### src/rtl/sysctl_pkg.sv
package sysctl_pkg;

    localparam int DW         = 32;
    localparam int TMR_STRIDE = 4;

    localparam logic [29:0] WD_GPIN  = 30'd0;
    localparam logic [29:0] WD_GPOUT = 30'd1;
    localparam logic [29:0] WD_GPIEN = 30'd2;
    localparam logic [29:0] WD_TMR0  = 30'd4;
    localparam logic [29:0] WD_CFG   = 30'd16;
    localparam logic [29:0] WD_SCR   = 30'd20;
    localparam logic [29:0] WD_LOCK  = 30'd21;
    localparam logic [29:0] WD_FREQ  = 30'd29;
    localparam logic [29:0] WD_CAPS  = 30'd30;
    localparam logic [29:0] WD_ID    = 30'd31;

    localparam logic [15:0] HALT_CODE = 16'h000E;
    localparam logic [DW-1:0] CFG_READY = 32'h0000_0001;

    typedef enum logic [3:0] {
        SEL_NONE, SEL_GPIN, SEL_GPOUT, SEL_GPIEN,
        SEL_TCTRL, SEL_TCMP, SEL_TCNT,
        SEL_CFG, SEL_SCR, SEL_LOCK,
        SEL_FREQ, SEL_CAPS, SEL_ID
    } reg_sel_e;

    typedef struct packed {
        reg_sel_e   sel;
        logic [3:0] ch;
    } reg_dec_t;

    typedef struct packed {
        logic restart;
        logic run;
    } tmr_ctrl_t;

    // Word index to register select; timer words occupy a stride of four
    // starting at word 4, with the fourth word of each stride unmapped.
    function automatic reg_dec_t decode_word(input logic [29:0] w, input int n_tmr);
        reg_dec_t d;
        d.sel = SEL_NONE;
        d.ch  = '0;
        case (w)
            WD_GPIN:  d.sel = SEL_GPIN;
            WD_GPOUT: d.sel = SEL_GPOUT;
            WD_GPIEN: d.sel = SEL_GPIEN;
            WD_CFG:   d.sel = SEL_CFG;
            WD_SCR:   d.sel = SEL_SCR;
            WD_LOCK:  d.sel = SEL_LOCK;
            WD_FREQ:  d.sel = SEL_FREQ;
            WD_CAPS:  d.sel = SEL_CAPS;
            WD_ID:    d.sel = SEL_ID;
            default: begin
                if (w >= WD_TMR0 && w < WD_TMR0 + 30'(TMR_STRIDE * n_tmr)
                    && w[1:0] != 2'd3) begin
                    d.ch = 4'((w - WD_TMR0) >> 2);
                    case (w[1:0])
                        2'd0:    d.sel = SEL_TCTRL;
                        2'd1:    d.sel = SEL_TCMP;
                        default: d.sel = SEL_TCNT;
                    endcase
                end
            end
        endcase
        return d;
    endfunction

    function automatic logic is_read_only(input reg_sel_e s);
        return (s == SEL_GPIN) || (s == SEL_FREQ) || (s == SEL_CAPS);
    endfunction

    function automatic logic is_full_word(input logic [3:0] be, input logic [1:0] lo);
        return (be == 4'hF) && (lo == 2'b00);
    endfunction

endpackage

### src/rtl/sysctl_gpio.sv
module sysctl_gpio #(
    parameter int          W     = 8,
    parameter logic [W-1:0] STRAP = '0
) (
    input  logic         clk,
    input  logic         rst,
    input  logic [W-1:0] pin_i,
    input  logic [W-1:0] ien_i,
    output logic [W-1:0] val_o,
    output logic         irq_o
);
    logic [W-1:0] meta_q;
    logic [W-1:0] sync_q;
    logic [W-1:0] prev_q;
    logic         irq_q;

    always_ff @(posedge clk) begin
        if (rst) begin
            meta_q <= STRAP;
            sync_q <= STRAP;
            prev_q <= STRAP;
            irq_q  <= 1'b0;
        end else begin
            meta_q <= pin_i;
            sync_q <= meta_q;
            prev_q <= sync_q;
            irq_q  <= |((sync_q ^ prev_q) & ien_i);
        end
    end

    assign val_o = sync_q;
    assign irq_o = irq_q;
endmodule

### src/rtl/sysctl_tmr_chan.sv
module sysctl_tmr_chan
    import sysctl_pkg::*;
(
    input  logic          clk,
    input  logic          rst,
    input  logic          wr_ctrl,
    input  logic          wr_cmp,
    input  logic          wr_cnt,
    input  logic [DW-1:0] wdata,
    input  logic          hit_i,
    output tmr_ctrl_t     ctrl_o,
    output logic [DW-1:0] cmp_o,
    output logic          load_o
);
    tmr_ctrl_t     ctrl_q;
    logic [DW-1:0] cmp_q;
    logic          load_q;

    always_ff @(posedge clk) begin
        if (rst) begin
            ctrl_q <= '0;
            cmp_q  <= '0;
            load_q <= 1'b0;
        end else begin
            if (wr_ctrl) begin
                ctrl_q <= tmr_ctrl_t'(wdata[1:0]);
            end else if (hit_i && ctrl_q.run && !ctrl_q.restart) begin
                ctrl_q.run <= 1'b0;
            end
            if (wr_cmp) begin
                cmp_q <= wdata;
            end
            load_q <= wr_cnt;
        end
    end

    assign ctrl_o = ctrl_q;
    assign cmp_o  = cmp_q;
    assign load_o = load_q;
endmodule

### src/rtl/sysctl_cmd.sv
module sysctl_cmd
    import sysctl_pkg::*;
(
    input  logic        clk,
    input  logic        rst,
    input  logic        wr_id,
    input  logic        wr_cfg,
    input  logic [15:0] cfg_code,
    input  logic        wr_lock,
    output logic        rst_req_o,
    output logic        shut_req_o,
    output logic        lock_o
);
    logic rst_req_q;
    logic shut_req_q;
    logic lock_q;

    always_ff @(posedge clk) begin
        if (rst) begin
            rst_req_q  <= 1'b0;
            shut_req_q <= 1'b0;
            lock_q     <= 1'b0;
        end else begin
            rst_req_q  <= wr_id;
            shut_req_q <= wr_cfg && (cfg_code == HALT_CODE);
            if (wr_lock) begin
                lock_q <= 1'b1;
            end
        end
    end

    assign rst_req_o  = rst_req_q;
    assign shut_req_o = shut_req_q;
    assign lock_o     = lock_q;
endmodule

### src/rtl/sysctl_regbank.sv
module sysctl_regbank
    import sysctl_pkg::*;
#(
    parameter int          ADDR_W     = 8,
    parameter int          GPIO_W     = 8,
    parameter int          N_TMR      = 2,   // at most 3 so timers stay below word 16
    parameter logic [31:0] SYS_ID     = 32'h1001_4D31,
    parameter logic [31:0] CLK_HZ     = 32'd80_000_000,
    parameter logic [31:0] CAPS       = 32'h0000_0000,
    parameter logic [31:0] GPIO_STRAP = 32'h0000_0001
) (
    input  logic                  clk,
    input  logic                  rst,
    input  logic [ADDR_W-1:0]     bus_addr,
    input  logic                  bus_rd,
    input  logic                  bus_wr,
    input  logic [3:0]            bus_be,
    input  logic [31:0]           bus_wdata,
    output logic [31:0]           bus_rdata,
    output logic                  bus_err,
    input  logic [GPIO_W-1:0]     gpio_in,
    output logic [GPIO_W-1:0]     gpio_out,
    output logic                  gpio_irq,
    output logic [2*N_TMR-1:0]    tmr_ctrl,
    output logic [32*N_TMR-1:0]   tmr_cmp,
    output logic [N_TMR-1:0]      tmr_load,
    output logic [31:0]           tmr_load_val,
    input  logic [32*N_TMR-1:0]   tmr_count,
    input  logic [N_TMR-1:0]      tmr_hit,
    output logic                  rst_req,
    output logic                  shut_req
);
    localparam int WORD_W = ADDR_W - 2;

    // ---------------- access decode ----------------
    logic [29:0] word_idx;
    reg_dec_t    dec;
    logic        full_acc;
    logic        acc_ok;
    logic        ro_hit;
    logic        wr_ok;
    logic        err_d;

    assign word_idx = 30'(bus_addr[ADDR_W-1:2]);
    assign dec      = decode_word(word_idx, N_TMR);
    assign full_acc = is_full_word(bus_be, bus_addr[1:0]);
    assign acc_ok   = full_acc && (dec.sel != SEL_NONE);
    assign ro_hit   = is_read_only(dec.sel);
    assign wr_ok    = bus_wr && acc_ok && !ro_hit;
    assign err_d    = ((bus_rd || bus_wr) && !acc_ok) || (bus_wr && acc_ok && ro_hit);

    // ---------------- plain storage ----------------
    logic [GPIO_W-1:0] gpout_q;
    logic [GPIO_W-1:0] gpien_q;
    logic [31:0]       scratch_q;
    logic [31:0]       load_val_q;

    always_ff @(posedge clk) begin
        if (rst) begin
            gpout_q    <= '0;
            gpien_q    <= '0;
            scratch_q  <= '0;
            load_val_q <= '0;
        end else if (wr_ok) begin
            case (dec.sel)
                SEL_GPOUT: gpout_q    <= bus_wdata[GPIO_W-1:0];
                SEL_GPIEN: gpien_q    <= bus_wdata[GPIO_W-1:0];
                SEL_SCR:   scratch_q  <= bus_wdata;
                SEL_TCNT:  load_val_q <= bus_wdata;
                default: ;
            endcase
        end
    end

    // ---------------- GPIO input path ----------------
    logic [GPIO_W-1:0] gpin_val;

    sysctl_gpio #(
        .W     (GPIO_W),
        .STRAP (GPIO_STRAP[GPIO_W-1:0])
    ) u_gpio (
        .clk   (clk),
        .rst   (rst),
        .pin_i (gpio_in),
        .ien_i (gpien_q),
        .val_o (gpin_val),
        .irq_o (gpio_irq)
    );

    // ---------------- timer channels ----------------
    tmr_ctrl_t   ctrl_a [N_TMR];
    logic [31:0] cmp_a  [N_TMR];

    for (genvar g = 0; g < N_TMR; g++) begin : g_tmr
        logic sel_ch;
        assign sel_ch = wr_ok && (dec.ch == 4'(g));

        sysctl_tmr_chan u_chan (
            .clk     (clk),
            .rst     (rst),
            .wr_ctrl (sel_ch && dec.sel == SEL_TCTRL),
            .wr_cmp  (sel_ch && dec.sel == SEL_TCMP),
            .wr_cnt  (sel_ch && dec.sel == SEL_TCNT),
            .wdata   (bus_wdata),
            .hit_i   (tmr_hit[g]),
            .ctrl_o  (ctrl_a[g]),
            .cmp_o   (cmp_a[g]),
            .load_o  (tmr_load[g])
        );

        assign tmr_ctrl[2*g +: 2] = ctrl_a[g];
        assign tmr_cmp[32*g +: 32] = cmp_a[g];
    end

    // ---------------- side-effect commands ----------------
    logic lock_flag;

    sysctl_cmd u_cmd (
        .clk        (clk),
        .rst        (rst),
        .wr_id      (bus_wr && full_acc && dec.sel == SEL_ID),
        .wr_cfg     (wr_ok && dec.sel == SEL_CFG),
        .cfg_code   (bus_wdata[15:0]),
        .wr_lock    (wr_ok && dec.sel == SEL_LOCK),
        .rst_req_o  (rst_req),
        .shut_req_o (shut_req),
        .lock_o     (lock_flag)
    );

    // ---------------- read mux ----------------
    logic [31:0] rd_val;

    always_comb begin
        rd_val = '0;
        case (dec.sel)
            SEL_GPIN:  rd_val = 32'(gpin_val);
            SEL_GPOUT: rd_val = 32'(gpout_q);
            SEL_GPIEN: rd_val = 32'(gpien_q);
            SEL_CFG:   rd_val = CFG_READY;
            SEL_SCR:   rd_val = scratch_q;
            SEL_LOCK:  rd_val = {31'b0, lock_flag};
            SEL_FREQ:  rd_val = CLK_HZ;
            SEL_CAPS:  rd_val = CAPS;
            SEL_ID:    rd_val = SYS_ID;
            SEL_TCTRL, SEL_TCMP, SEL_TCNT: begin
                for (int i = 0; i < N_TMR; i++) begin
                    if (dec.ch == 4'(i)) begin
                        if (dec.sel == SEL_TCTRL)     rd_val = {30'b0, ctrl_a[i]};
                        else if (dec.sel == SEL_TCMP) rd_val = cmp_a[i];
                        else                          rd_val = tmr_count[32*i +: 32];
                    end
                end
            end
            default: rd_val = '0;
        endcase
    end

    logic [31:0] rdata_q;
    logic        err_q;

    always_ff @(posedge clk) begin
        if (rst) begin
            rdata_q <= '0;
            err_q   <= 1'b0;
        end else begin
            rdata_q <= (bus_rd && acc_ok) ? rd_val : '0;
            err_q   <= err_d;
        end
    end

    assign bus_rdata    = rdata_q;
    assign bus_err      = err_q;
    assign gpio_out     = gpout_q;
    assign tmr_load_val = load_val_q;

    logic unused_word_hi;
    assign unused_word_hi = (WORD_W > 30);
endmodule

### config.mk
export PLATFORM = sky130hd
export DESIGN_NAME = sysctl_regbank
export DESIGN_NICKNAME = d
export VERILOG_FILES = /design/src/rtl/sysctl_pkg.sv /design/src/rtl/sysctl_gpio.sv /design/src/rtl/sysctl_tmr_chan.sv /design/src/rtl/sysctl_cmd.sv /design/src/rtl/sysctl_regbank.sv
export SDC_FILE = /design/constraint.sdc
export NUM_CORES = 1
export LEC_CHECK = 0
export BUFFER_PORTS_ARGS = -buffer_cell sky130_fd_sc_hd__buf_2
export CORE_MARGIN = 10
export CORE_UTILIZATION = 52
export DETAILED_ROUTE_END_ITERATION = 16
export PLACE_DENSITY = 0.84
export SETUP_SLACK_MARGIN = 0.4
export SYNTH_ARGS = -nofsm -noshare
export SYNTH_HDL_FRONTEND = slang
export SYNTH_SLANG_ARGS = --single-unit
export TNS_END_PERCENT = 1
### constraint.sdc
create_clock -name clk -period 3.4 [get_ports clk]
set_clock_uncertainty 0.05 [all_clocks]
set_input_delay 0.68 -clock clk [delete_from_list [all_inputs] [get_ports clk]]
set_output_delay 0.68 -clock clk [all_outputs]
set_load 0.05 [all_outputs]
==> impl_metrics.tcl, run 1 <==
set metrics [dict create \
    p_leak_nw 5.54 \
    dp_hpwl_um 22200 \
    dieWidth_um 152 \
    placed_area_sq_um 10700 \
    p_seq_frac 0.450 \
    slew_headroom 0.584 \
    place.gp.congestion 0.919 \
    area_growth_pct 26.8 \
    first_global_vias 8691 \
    crit_chain "buf_2, inv_1, ha_1, nor4_2, nand3b_1, buf_12, or3b_1, buf_12, nand2_1, a21oi_1" \
    finalMaxSlewViolations 0 \
    cellPowerDensity_nw_per_um2 481 \
    cpPeakStageDelay_ns 0.47 \
    path_clk_slew_ns 0.07 \
    p_int_w 0.00430 \
    worst_slew_pin_slew_ns 0.623 \
    grt_max_degree 63 \
    synth_area_sq_um 9070 \
    fmax_ghz 0.374 \
    status "finished, final reports clean" \
    synth_edf_count 0 \
    worstReg2RegStart "u_gpio.val_o[0]" \
    grt_usage 0.249 \
    syn_inst 1036 \
    vias 8644 \
    layout-drive-gt1-share 0.289 \
    routed_wl_um 30900 \
    final.min_clock_period_ns 2.68 \
    hold-path-cell-count 2 \
    clock_path_buffers 3 \
    crit_arrival_ns 3.00 \
    yosysTopAreaCellShare 0.465 \
    n_antenna_cell 0 \
    fin_area_sq_um 11500 \
    synth.area.top_cells "dfxtp_1 (47%), mux2i_1 (12%), nand2_1 (9.2%)" \
    vias_per_cell 5.68 \
    critical-path-top-delay-family "simple AND/OR/NAND/NOR gates" \
    worstSkewPairLatency_ns 0.50 \
    ir_drop_mv 0.363 \
    fillers 1418 \
    cts_tree "built" \
    worstSetupEndpointType "flop" \
    cts.sinks 211 \
    hp-start "gpio_in[0]" \
    antenna_found_initial 1 \
    yosysTopAreaCell "dfxtp_1" \
    cts.htree.levels 1 \
    routedWlPerCell_um 20.3 \
    ant_nets 0 \
    hold_viol 0 \
    core_area_sq_um 17200 \
    route.detailed.drc 0 \
    rsz0062_at_grt "false" \
    post-route-util 0.670 \
    clock-root-buffer "clkbuf_16" \
    ys_async_sr_fraction 0 \
    cts_buffers 22 \
    io_buffers 267 \
    path_buf_inv 4 \
    comb_power_share 0.063 \
    synth_cell_types 66 \
    reg2reg_depth 4 \
    setup_viol 0 \
    swShare 0.223 \
    die_height_um 152 \
    postCtsHoldBufs 0 \
    rows 48 \
    top_level_ports 268 \
    grt_pass1_wl_um 48000 \
    drv_cap 0 \
    setup_tns_ns 0 \
    dr.pass1.iters 6 \
    cp_common_cell "buf_12" \
    crit_slowest_cell "or3b_1" \
    crit_fanout 35 \
    ys_seq_area_frac 0.465 \
    worstPathRequired_ns 3.73 \
    hold-path-endpoint "u_gpio.meta_q[0]" \
    fin_crit_sh 0.787 \
    ff2ff_setup_slack_ns 2.04 \
    syn_avg_cell_area_sq_um 8.76 \
    start_util 0.528 \
    fin_nets 1406 \
    ys_seq_elements 211 \
    die-area_sq_um 23100 \
    p_sw_w 0.00123 \
    start_kind "input pin" \
    p_clk_frac 0.487 \
    yosysMostFrequentCell "nand2_1" \
    r2r_end "bus_rdata[0]" \
    ys_warn_count 0 \
    syn_nets 1162 \
    synthTopCellsByCount "nand2_1 (222), dfxtp_1 (211), mux2i_1 (110)" \
    overflow 0 \
    cts_resized 0 \
    drt_iter0_markers 928 \
    post_cts_buffers 0 \
    synthFlopType "dfxtp_1" \
    path_class "in -> reg" \
    hold_class "in -> reg" \
]
worst max-delay path by stage:
stage                      startpoint                         to  slack [ns]  cells past startpoint
final                     bus_addr[4]  g_tmr[0].u_chan.cmp_o[25]        0.72                     10
after global routing      bus_addr[4]              bus_rdata[16]        0.57                     10
after CTS                 bus_addr[4]   g_tmr[0].u_chan.cmp_o[9]        0.77                     10
after detailed placement  bus_addr[4]  g_tmr[0].u_chan.cmp_o[25]        0.26                     10
after global placement    bus_addr[4]  g_tmr[0].u_chan.cmp_o[10]        0.32                     10
after floorplan           bus_addr[4]  g_tmr[0].u_chan.cmp_o[10]        0.69                     11
power by group through the flow:
stage          Combinational, W  Clock (W)  Sequential, W
3_3_place_gp           0.000333          0        0.00254
3_5_place_dp           0.000337          0        0.00255
4_1_cts                0.000339    0.00272        0.00249
5_1_grt                0.000372    0.00282        0.00249
6_report               0.000346    0.00270        0.00249
2_1_floorplan          0.000175          0        0.00255
sequential cells by signal (all words and copies together), names as in the netlist, 2 cells and up:
signal               cells
u_gpio.val_o             8
g_tmr.u_chan.ctrl_o      4
u_gpio.meta_q            8
scratch_q               32
gpio_out                 8
gpien_q                  8
g_tmr.u_chan.load_o      2
bus_rdata               32
u_gpio.prev_q            8
tmr_load_val            32
g_tmr.u_chan.cmp_o      64
metrics by stage:
stage / setup slack [ns] / cells / total power, W / hold slack, ns
after global routing: 0.566 / 1521 / 0.00568 / 0.301
after CTS: 0.766 / 1521 / 0.00555 / 0.305
final: 0.724 / 1521 / 0.00553 / 0.315
after floorplan: 0.693 / 1036 / 0.00272 / 0.339
after detailed placement: 0.260 / 1481 / 0.00288 / 0.366
after global placement: 0.321 / 1481 / 0.00288 / 0.362
per-layer routing:
| metal | GRT usage | wire, um | part of all wire | vias up |
|---|---|---|---|---|
| li1 | - | - | - | 4094 |
| met4 | 0.0738 | 805 | 0.026 | 2 |
| met1 | 0.316 | 12600 | 0.41 | 4099 |
| met5 | 0 | 11 | 0.00036 | - |
| met3 | 0.0584 | 2710 | 0.088 | 65 |
| met2 | 0.411 | 14700 | 0.48 | 384 |
logic make-up after synthesis:
| logic type | after synthesis | synth area share |
|---|---|---|
| and+or+nand+nor | 382 | 0.187 |
| DFF | 211 | 0.465 |
| muxes | 114 | 0.126 |
| adders and majority gates | 4 | 0.00552 |
| xor gates and xnor gates | 10 | 0.0105 |
| buffers and inverters | 90 | 0.0452 |
| AOI/OAI and AO/OA | 225 | 0.160 |
area by class of cell:
| cell class | count | area [sq um] | share of cell area |
|---|---|---|---|
| multi-input combinational | 735 | 4460 | 0.388 |
| sequential | 211 | 4220 | 0.367 |
| timing repair buffer | 304 | 1700 | 0.147 |
| clock buffer | 26 | 617 | 0.0536 |
| tap | 225 | 282 | 0.0245 |
| clock inverter | 14 | 208 | 0.0180 |
| inverter | 6 | 22.5 | 0.00196 |
cells in the final DEF, fill, tap and decap left out, types with 5 or more instances in the layout:
cell type    n
inv_1        6
bufinv_16    5
nor3_1       5
mux2i_1    110
nand2_1    222
a21oi_1    107
and3_1      10
nor2b_1     24
buf_4       31
o22ai_1     30
nand4_1      8
a22oi_1     17
nand3_1      9
xor2_1       8
buf_2      266
clkbuf_16   23
dfxtp_1    211
a31oi_1      5
buf_12       6
a21o_1       8
a221oi_1     8
nor2_1      72
clkinv_2     6
a31oi_2      6
Power figures use the tool's default switching activity.
==> run 2, diff against run 1 <==
Settings changed: ABC_AREA from default to 1.
Clock period 3.4 ns to 2.72 ns, I/O delays scaled along.
==> run 2 against run 1 <==
Total power grew 24%. Clock power up 21%. Highest routed layer is now met4. Flip-flop and latch count unchanged. Utilization grew 1.8 points. Worst hold slack lost 0.15 ns. Synthesized area increased by 1.8%. Non-clock buffer count rose by 29. Count of clock-buffer cells in the layout rose by 7. Critical endpoint is now g_tmr[0].u_chan.cmp_o[29]. Critical path depth increased by 6.
==> impl_metrics.tcl, run 2 <==
set metrics [dict create \
    die_height_um 153 \
    synthFlopType "dfxtp_1" \
    crit_fanout 31 \
    fin_crit_sh 0.838 \
    fin_nets 1647 \
    synth_edf_count 0 \
    start_util 0.532 \
    grt_max_degree 76 \
    drt_iter0_markers 1071 \
    grt_pass1_wl_um 50500 \
    ant_nets 0 \
    crit_slowest_cell "ha_2" \
    cts.sinks 211 \
    worst_slew_pin_slew_ns 0.491 \
    worstSetupEndpointType "flop" \
    fmax_ghz 0.439 \
    setup_ws_ns 0.442 \
    yosysTopAreaCell "dfxtp_1" \
    routed_wl_um 33400 \
    ys_seq_elements 211 \
    die-area_sq_um 23500 \
    synth_cell_types 47 \
    yosysTopAreaCellShare 0.457 \
    multi_input_area_sq_um 4180 \
    vias_per_cell 5.53 \
    cts.htree.levels 1 \
    routedWlPerCell_um 18.9 \
    setup_viol 0 \
    syn_avg_cell_area_sq_um 7.46 \
    dp_slack_ns -0.126 \
    dp_hpwl_um 24800 \
    worstPathRequired_ns 3.05 \
    rsz0062_at_grt "true" \
    ys_warn_count 0 \
    critical-path-top-delay-family "simple AND/OR/NAND/NOR gates" \
    top_level_ports 268 \
    start_kind "input pin" \
    fillers 1389 \
    hold_viol 0 \
    slew_headroom 0.672 \
    regArea_sq_um 4220 \
    cellPowerDensity_nw_per_um2 574 \
    placed_area_sq_um 11100 \
    ys_async_sr_fraction 0 \
    synth_area_sq_um 9240 \
    antenna_found_initial 1 \
    area_growth_pct 29.3 \
    cts_tree "built" \
    dr.pass1.iters 5 \
    yosysMostFrequentCell "nor2_1" \
    dieWidth_um 153 \
    first_global_vias 9182 \
    crit_chain "buf_2, inv_2, ha_2, nand3_1, a21oi_1, nor2_2, buf_4, nand2_1, o21ai_2, inv_2, nand3_4, nor2_2, nand2_4, buf_12, o21ai_0, a21oi_1" \
    most-common-layout-cells "nor2_1 (271), buf_2 (267), dfxtp_1 (211)" \
    fin_area_sq_um 11900 \
    drv_cap 0 \
    overflow 0 \
    ir_drop_mv 0.398 \
    synthTopCellsByCount "nor2_1 (272), dfxtp_1 (211), o21ai_0 (172)" \
    postCtsHoldBufs 0 \
    path_buf_inv 5 \
    finalMaxSlewViolations 0 \
    layout-drive-gt1-share 0.290 \
    clock-root-buffer "clkbuf_16" \
    syn_inst 1238 \
    worstSkewPairLatency_ns 0.51 \
    cts_buffers 22 \
    io_buffers 267 \
    final_common_cell "nor2_1" \
    crit_arrival_ns 2.61 \
    ys_seq_area_frac 0.457 \
    syn_nets 1364 \
    core_area_sq_um 17400 \
    final.min_clock_period_ns 2.28 \
    hold_class "in -> reg" \
    clock_path_buffers 3 \
    grt_usage 0.261 \
    cpPeakStageDelay_ns 0.20 \
    path_clk_slew_ns 0.06 \
    setup_tns_ns 0 \
    p_leak_nw 5.58 \
    vias 9758 \
    rows 48 \
    path_class "in -> reg" \
    place.gp.congestion 0.964 \
    route.detailed.drc 0 \
    status "finished, final reports clean" \
    synth.area.top_cells "dfxtp_1 (46%), nor2_1 (11%), o21ai_0 (9.3%)" \
    total_power_w 0.00686 \
    largest_register_ffs 64 \
]
## run 2: stage by stage
stage,hold slack (ns),util,instances
after floorplan,0.338,-,1238
after global placement,0.339,0.637,1721
after detailed placement,0.346,0.637,1721
after CTS,0.166,0.684,1761
after global routing,0.182,0.688,1763
final,0.168,0.688,1763
## run 2: report_power, final
part	internal, W	switching, W
sequential	0.00311	0.00000686
clock	0.00202	0.00124
combinational	0.000182	0.000303
## run 2: logic make-up (layout without fill, tap and decap cells)
group,after synthesis,count (layout),share of synthesized area
AND/OR/NAND/NOR,466,466,0.218
AO/OA/AOI/OAI,369,369,0.221
flip-flops,211,211,0.457
buffers and inverters,185,484,0.0954
adder cells (fa/ha/maj),4,4,0.00542
XOR/XNOR,3,3,0.00285
other,0,1,0
## run 2: final timing paths
path                                        from                   endpoint  slack [ns]  cells after the start
worst max-delay path                 bus_addr[5]  g_tmr[0].u_chan.cmp_o[29]        0.44                     16
worst min-delay path                  gpio_in[0]           u_gpio.meta_q[0]        0.17                      2
worst max register to register   u_gpio.val_o[6]               u_gpio.irq_o        1.38                      5
worst min register to register  u_gpio.meta_q[5]            u_gpio.val_o[5]        0.35                      2
## run 2: routing by layer
layer  track usage  share of wire  wire length [um]
met1         0.322           0.39             12900
met2         0.424           0.46             15300
met3        0.0744           0.12              3880
met4        0.0985          0.037              1250
met5             0              0                 0
## run 2: cell type report
type | count | area share
flip-flops and latches | 211 | 0.354
diodes | 1 | 0.000209
clock inverters | 7 | 0.00953
repair buffers | 333 | 0.170
multi-input cells | 842 | 0.350
inverters | 111 | 0.0358
well taps | 225 | 0.0236
clock buffers | 33 | 0.0572
## run 2: repair_timing
item	CTS	global route
setup buffers	0	0
setup endpoints to repair	1	156
pin swaps	0	1
cloned	0	1
resized for setup	1	17
endpoints found under the hold margin	0	0
